$ cat src/rtl/rtc_pkg.sv
package rtc_pkg;
  localparam int NUM_FIELDS = 8;
  localparam int FLD_SEC   = 0;
  localparam int FLD_MIN   = 1;
  localparam int FLD_HOUR  = 2;
  localparam int FLD_DOW   = 3;
  localparam int FLD_DATE  = 4;
  localparam int FLD_MONTH = 5;
  localparam int FLD_YEAR  = 6;
  localparam int FLD_CENT  = 7;

  typedef logic [NUM_FIELDS-1:0][7:0] field_vec_t;

  localparam logic [3:0] OFF_CTRL = 4'h0;
  localparam logic [3:0] OFF_OSC  = 4'h8;

  function automatic logic [3:0] field_off(input int i);
    case (i)
      FLD_SEC:   return 4'h9;
      FLD_MIN:   return 4'hA;
      FLD_HOUR:  return 4'hB;
      FLD_DOW:   return 4'hC;
      FLD_DATE:  return 4'hD;
      FLD_MONTH: return 4'hE;
      FLD_YEAR:  return 4'hF;
      default:   return 4'h1;
    endcase
  endfunction

  function automatic logic [7:0] field_min(input int i);
    case (i)
      FLD_DOW, FLD_DATE, FLD_MONTH: return 8'h01;
      default: return 8'h00;
    endcase
  endfunction

  function automatic logic [7:0] field_rst(input int i);
    if (i == FLD_CENT) return 8'h20;
    return field_min(i);
  endfunction

  function automatic logic [7:0] field_max(input int i);
    case (i)
      FLD_SEC, FLD_MIN: return 8'h59;
      FLD_HOUR:         return 8'h23;
      FLD_DOW:          return 8'h07;
      FLD_DATE:         return 8'h31;
      FLD_MONTH:        return 8'h12;
      default:          return 8'h99;
    endcase
  endfunction

  // field whose wrap carries into field i (field 0 is driven by the tick)
  function automatic int field_src(input int i);
    case (i)
      FLD_DOW, FLD_DATE: return FLD_HOUR;
      FLD_MONTH:         return FLD_DATE;
      default:           return (i > 0) ? i - 1 : 0;
    endcase
  endfunction

  function automatic logic [7:0] bcd_step(input logic [7:0] v,
                                          input logic [7:0] maxv,
                                          input logic [7:0] minv);
    logic [3:0] hi, lo;
    hi = v[7:4];
    lo = v[3:0];
    if (v == maxv) return minv;
    if (lo == 4'h9 || lo == 4'hF) return {hi + 4'h1, 4'h0};
    return {hi, lo + 4'h1};
  endfunction

  function automatic logic bcd_div4(input logic [7:0] b);
    if (b[4]) return (b[3:0] == 4'h2) || (b[3:0] == 4'h6);
    return (b[3:0] == 4'h0) || (b[3:0] == 4'h4) || (b[3:0] == 4'h8);
  endfunction

  function automatic logic [7:0] month_last_day(input logic [7:0] month,
                                                input logic [7:0] year,
                                                input logic [7:0] cent);
    logic leap;
    leap = (year == 8'h00) ? bcd_div4(cent) : bcd_div4(year);
    case (month)
      8'h02: return leap ? 8'h29 : 8'h28;
      8'h04, 8'h06, 8'h09, 8'h11: return 8'h30;
      default: return 8'h31;
    endcase
  endfunction
endpackage

$ cat src/rtl/rtc_bcd_field.sv
module rtc_bcd_field
  import rtc_pkg::*;
#(
  parameter logic [7:0] MIN_VAL = 8'h00,
  parameter logic [7:0] RST_VAL = 8'h00
) (
  input  logic       clk,
  input  logic       rst_n,
  input  logic       step,
  input  logic       load,
  input  logic [7:0] load_val,
  input  logic [7:0] max_val,
  output logic [7:0] val,
  output logic       wrap
);
  assign wrap = step && (val == max_val);

  always_ff @(posedge clk) begin
    if (!rst_n)    val <= RST_VAL;
    else if (load) val <= load_val;
    else if (step) val <= bcd_step(val, max_val, MIN_VAL);
  end
endmodule

$ cat src/rtl/rtc_calendar.sv
module rtc_calendar
  import rtc_pkg::*;
(
  input  logic       clk,
  input  logic       rst_n,
  input  logic       tick_en,
  input  logic       load,
  input  field_vec_t load_vals,
  output field_vec_t cnt_vals
);
  field_vec_t            max_vec;
  logic [NUM_FIELDS-1:0] wrap;
  logic [NUM_FIELDS-1:0] step_in;

  always_comb begin
    for (int i = 0; i < NUM_FIELDS; i++) max_vec[i] = field_max(i);
    max_vec[FLD_DATE] = month_last_day(cnt_vals[FLD_MONTH], cnt_vals[FLD_YEAR],
                                       cnt_vals[FLD_CENT]);
  end

  for (genvar i = 0; i < NUM_FIELDS; i++) begin : g_field
    if (i == 0) begin : g_head
      assign step_in[i] = tick_en;
    end else begin : g_chain
      assign step_in[i] = wrap[field_src(i)];
    end
    rtc_bcd_field #(.MIN_VAL(field_min(i)), .RST_VAL(field_rst(i))) u_fld (
      .clk      (clk),
      .rst_n    (rst_n),
      .step     (step_in[i]),
      .load     (load),
      .load_val (load_vals[i]),
      .max_val  (max_vec[i]),
      .val      (cnt_vals[i]),
      .wrap     (wrap[i])
    );
  end
endmodule

$ cat src/rtl/rtc_regfile.sv
module rtc_regfile
  import rtc_pkg::*;
#(
  parameter int ADDR_W = 8
) (
  input  logic              clk,
  input  logic              rst_n,
  input  logic [ADDR_W-1:0] bus_addr,
  input  logic              bus_wr,
  input  logic              bus_rd,
  input  logic [7:0]        bus_wdata,
  output logic [7:0]        bus_rdata,
  input  logic              osc_active,
  input  field_vec_t        cnt_vals,
  output field_vec_t        usr_vals,
  output logic              load,
  output logic              oscen,
  output logic              oscf,
  output logic              flag_r,
  output logic              flag_w
);
  localparam int HI_W = ADDR_W - 4;

  logic       in_win, wr_hit, snap_en, w_prev, chk_pend;
  logic [3:0] off;
  logic [7:0] rd_mux;

  assign in_win  = &bus_addr[ADDR_W-1:ADDR_W-HI_W];
  assign off     = bus_addr[3:0];
  assign wr_hit  = bus_wr && in_win;
  assign load    = w_prev && !flag_w;
  assign snap_en = !flag_w && !flag_r && !load;

  for (genvar i = 0; i < NUM_FIELDS; i++) begin : g_usr
    always_ff @(posedge clk) begin
      if (!rst_n)                                     usr_vals[i] <= field_rst(i);
      else if (wr_hit && flag_w && off == field_off(i)) usr_vals[i] <= bus_wdata;
      else if (snap_en)                               usr_vals[i] <= cnt_vals[i];
    end
  end

  always_ff @(posedge clk) begin
    if (!rst_n) begin
      flag_w   <= 1'b0;
      flag_r   <= 1'b0;
      oscf     <= 1'b0;
      oscen    <= 1'b0;
      w_prev   <= 1'b0;
      chk_pend <= 1'b1;
    end else begin
      w_prev <= flag_w;
      if (wr_hit && off == OFF_CTRL) begin
        flag_w <= bus_wdata[0];
        flag_r <= bus_wdata[1];
        if (!bus_wdata[2]) oscf <= 1'b0;
      end
      if (wr_hit && off == OFF_OSC) oscen <= bus_wdata[7];
      if (chk_pend) begin
        chk_pend <= 1'b0;
        if (!oscen && !osc_active) oscf <= 1'b1;
      end
    end
  end

  always_comb begin
    rd_mux = 8'h00;
    if (in_win) begin
      case (off)
        OFF_CTRL: rd_mux = {5'b0, oscf, flag_r, flag_w};
        OFF_OSC:  rd_mux = {oscen, 7'b0};
        default: begin
          for (int i = 0; i < NUM_FIELDS; i++)
            if (off == field_off(i)) rd_mux = usr_vals[i];
        end
      endcase
    end
  end

  always_ff @(posedge clk) begin
    if (!rst_n)      bus_rdata <= 8'h00;
    else if (bus_rd) bus_rdata <= rd_mux;
  end
endmodule

$ cat src/rtl/rtc_bcd_clock.sv
module rtc_bcd_clock
  import rtc_pkg::*;
#(
  parameter int ADDR_W = 8
) (
  input  logic              clk,
  input  logic              rst_n,
  input  logic              tick_1hz,
  input  logic              osc_active,
  input  logic [ADDR_W-1:0] bus_addr,
  input  logic              bus_wr,
  input  logic              bus_rd,
  input  logic [7:0]        bus_wdata,
  output logic [7:0]        bus_rdata
);
  field_vec_t cnt_vals, usr_vals;
  logic       load, oscen, oscf, flag_r, flag_w, tick_en;
  logic [7:0] cnt_sec, usr_sec;

  assign tick_en = tick_1hz && !oscen;
  assign cnt_sec = cnt_vals[FLD_SEC];
  assign usr_sec = usr_vals[FLD_SEC];

  rtc_regfile #(.ADDR_W(ADDR_W)) u_regs (
    .clk        (clk),
    .rst_n      (rst_n),
    .bus_addr   (bus_addr),
    .bus_wr     (bus_wr),
    .bus_rd     (bus_rd),
    .bus_wdata  (bus_wdata),
    .bus_rdata  (bus_rdata),
    .osc_active (osc_active),
    .cnt_vals   (cnt_vals),
    .usr_vals   (usr_vals),
    .load       (load),
    .oscen      (oscen),
    .oscf       (oscf),
    .flag_r     (flag_r),
    .flag_w     (flag_w)
  );

  rtc_calendar u_cal (
    .clk       (clk),
    .rst_n     (rst_n),
    .tick_en   (tick_en),
    .load      (load),
    .load_vals (usr_vals),
    .cnt_vals  (cnt_vals)
  );
endmodule

$ cat config.mk
export PLATFORM = sky130hd
export DESIGN_NAME = rtc_bcd_clock
export DESIGN_NICKNAME = d
export VERILOG_FILES = /design/src/rtl/rtc_pkg.sv /design/src/rtl/rtc_bcd_field.sv /design/src/rtl/rtc_calendar.sv /design/src/rtl/rtc_regfile.sv /design/src/rtl/rtc_bcd_clock.sv
export SDC_FILE = /design/constraint.sdc
export NUM_CORES = 1
export LEC_CHECK = 0
export ABC_AREA = 1
export BUFFER_PORTS_ARGS = -buffer_cell sky130_fd_sc_hd__buf_2
export CORE_UTILIZATION = 45
export DETAILED_ROUTE_END_ITERATION = 8
export PLACE_DENSITY = 0.63
export SLEW_MARGIN = 0
export SYNTH_ARGS = -nofsm -noshare
export SYNTH_HDL_FRONTEND = slang
export SYNTH_HIERARCHICAL = 1
export SYNTH_SLANG_ARGS = --single-unit
$ cat constraint.sdc
create_clock -name clk -period 3.7 [get_ports clk]
set_input_delay 0.74 -clock clk [delete_from_list [all_inputs] [get_ports clk]]
set_output_delay 0.74 -clock clk [all_outputs]
set_load 0.01 [all_outputs]
==> metrics.md <==
| Metric | Value |
|---|---|
| Grt ovf | `0` |
| Place WS | `0.412 ns` |
| Pleak | `5.16 nW` |
| CTS Hold Bufs | `0` |
| Worst path slowest cell | `dfxtp_1` |
| Die ar. | `22300 um2` |
| Post-route ant nets | `0` |
| IO Pins | `30` |
| Measured slew at the worst slew-check pin | `0.645 ns` |
| DRC viols | `0` |
| Share of cells above drive strength 1 | `between 10% and 20%` |
| Syn Std Cell Area | `just under 10000 um2` |
| Max Clk Rate | `slightly above 300 MHz` |
| RSZ-0062 raised after global routing | `false` |
| Final net count | `between 1500 and 2000` |
| Yosys warns | `6` |
| Syn Inst Count | `1507` |
| Final Wtd Congestion | `roughly 0.95` |
| Crit path kind | `register to register` |
| Reg clk slew, reported paths | `about 0.060 ns` |
| Via density | `4.99` |
| Reg2reg end | `u_cal/g_field[7].u_fld/val[2]` |
| CTS-repair resized insts | `0` |
| Setup TNS | `0 ns` |
| Status | `finished clean` |
| Final worst path period share | `87.4%` |
| Pwr Density | `approximately 330 nW/um2` |
| Crit start category | `register` |
| Port Buffers | `29` |
| R2R cell count | `21` |
| CTS tree | `built` |
| Cell breakdown of the critical path | `xnor2_1, nand2_1, nor2_2, nand2_4, nor2_1, inv_1, nor2_1, inv_1, nor2_1, inv_1, nor2_1, inv_1, nor2_1, inv_1, nor2_1, nor2_2, inv_1, a21oi_1, a21oi_1, nand2_1, a21oi_1` |
| Largest net degree at the start of global routing | `41` |
| Die Y | `around 150 um` |
| Max_cap viols | `0` |
| Antenna diodes | `0` |
| Skew-Pair Late Insertion Delay | `0.43 ns` |
| Min cycle time layout | `between 3 and 4 ns` |
| Root buf cell | `clkbuf_16` |
| CP peak stage delay | `about 0.48 ns` |
| Row cnt | `53` |
| Reg2Reg Setup Slack | `0.47 ns` |
| CTS H-tree depth | `4` |
| Final Hold Viols | `0` |
| Max-slew headroom | `between 50 and 60%` |
| Deepest clock path buffer count | `2` |
| Starting DRT DRC Count | `approximately 760` |
| Clock Sinks | `approximately 140` |
| Crit path to | `u_cal/g_field[7].u_fld/val[2]` |
| Core footprint | `between 20000 and 25000 um2` |
| Total wire length | `between 20 and 30 mm` |
| Syn avg cell area | `between 6 and 7 um2` |
| Total Routing Usage GR | `24.9%` |
| Initial antenna violation count | `0` |
| Layout fillers | `around 2200` |
| Setup ws final | `approximately 0.47 ns` |
| Num CTS Buffers | `17` |
| Hpwl dp | `about 19 mm` |
| Area growth syn-to-layout | `12.9%` |
| Max IR drop VDD | `about 270 uV` |
| Vias in the first global route | `roughly 8600` |
| DRT Pass-1 Iters | `5` |
| Count of pins over their slew limit | `0` |
| Crit path DAT | `approximately 3.6 ns` |
| Routed len/inst | `between 10 and 15 um` |
| Req. time, crit path | `4.07 ns` |
| Critical path endpoint category | `register` |
| Final setup viols | `0` |
| R2R Path Start | `u_cal/g_field[0].u_fld/val[0]` |
| Die W | `between 100 and 150 um` |
| Worst setup startpoint | `u_cal/g_field[0].u_fld/val[0]` |
| Crit path max fanout | `8` |
| Hold_ws | `0.455 ns` |
| Global-route wire length before repair | `approximately 44 mm` |
| Clock Skews | `0.0103 ns` |
| Initial Util | `between 40% and 50%` |
| Hold/Removal Path Class | `register to register` |
| Post-CTS setup buffers | `0` |
| Vias | `around 9500` |
## metrics by stage
| step | std cells | instance area, um2 | total power, W | util, % |
|---|---|---|---|---|
| 3_3_place_gp | 1862 | 10400 | 0.00182 | 49.2 |
| 4_1_cts | 1894 | 11000 | 0.00368 | 52.2 |
| 5_1_grt | 1894 | 11000 | 0.00379 | 52.2 |
| 6_report | 1894 | 11000 | 0.00366 | 52.2 |
| 3_5_place_dp | 1862 | 10400 | 0.00182 | 49.2 |
| 2_1_floorplan | 1589 | 10100 | 0.00176 | - |
## critical path: cells and delay by family, from the launching register on
family	cells	cell delay, ns
flip-flops	1	0.48
buffers and inverters	6	0.48
AO/OA/AOI/OAI	3	0.32
AND/OR/NAND/NOR	11	1.73
XOR/XNOR	1	0.15
## how the worst min path moves through the flow
stage | endpoint | from | cells past startpoint | slack, ns
2_1_floorplan | u_regs/oscf | u_regs/chk_pend | 2 | 0.43
6_report | u_regs/oscf | u_regs/chk_pend | 2 | 0.46
4_1_cts | u_regs/oscf | u_regs/chk_pend | 2 | 0.46
5_1_grt | u_regs/oscf | u_regs/chk_pend | 2 | 0.49
3_5_place_dp | u_regs/oscf | u_regs/chk_pend | 2 | 0.45
3_3_place_gp | u_regs/oscf | u_regs/chk_pend | 2 | 0.45
## routing by layer
| metal | part of all wire (%) | global-route usage [%] |
|---|---|---|
| met4 | 2.5 | 8.93 |
| met1 | 47 | 33.5 |
| met5 | 0 | 0 |
| met2 | 46 | 40.0 |
| met3 | 4.5 | 4.27 |
## flip-flops by register name, summed over array words and instances, names as in the netlist
register,count
u_cal/g_field.u_fld/val,64
u_regs/bus_rdata,8
u_regs/chk_pend,1
u_regs/flag_r,1
u_regs/flag_w,1
u_regs/oscen,1
u_regs/oscf,1
u_regs/usr_vals,64
u_regs/w_prev,1
## cells in the final DEF, fill, tap and decap left out, types with 6 or more instances in the layout
| master | count |
|---|---|
| nand2_1 | 546 |
| nor2_1 | 156 |
| dfxtp_1 | 142 |
| inv_1 | 124 |
| conb_1 | 84 |
| a21oi_1 | 78 |
| nand3_1 | 58 |
| a31oi_1 | 46 |
| xnor2_1 | 36 |
| inv_2 | 31 |
| buf_2 | 29 |
| nor2_2 | 27 |
| a22oi_1 | 25 |
| ha_1 | 24 |
| o21ai_0 | 19 |
| clkbuf_16 | 17 |
| nand2_4 | 16 |
| nor2_4 | 16 |
| xor2_1 | 15 |
| nand4_1 | 13 |
| nand3b_1 | 12 |
| a311oi_1 | 11 |
| buf_4 | 9 |
| xnor2_2 | 8 |
| nand3_4 | 8 |
| o21ai_1 | 6 |
| nand2_2 | 6 |
| o211ai_1 | 6 |
## cell type report
class                      count  area [um2]  share of cell area, %
inverter                     157         591                   5.35
tap                          275         344                   3.12
clock inverter                13         188                   1.70
timing repair buffer          39         233                   2.11
clock buffer                  19         453                   4.10
multi-input combinational   1249        6390                   57.9
sequential                   142        2840                   25.7
## report_power, final
group	switching [W]	total (W)	internal [W]
logic	0.000157	0.000235	0.0000774
clock network	0.000703	0.00187	0.00117
registers	0.0000181	0.00156	0.00154
(Power assumes the default switching activity.)
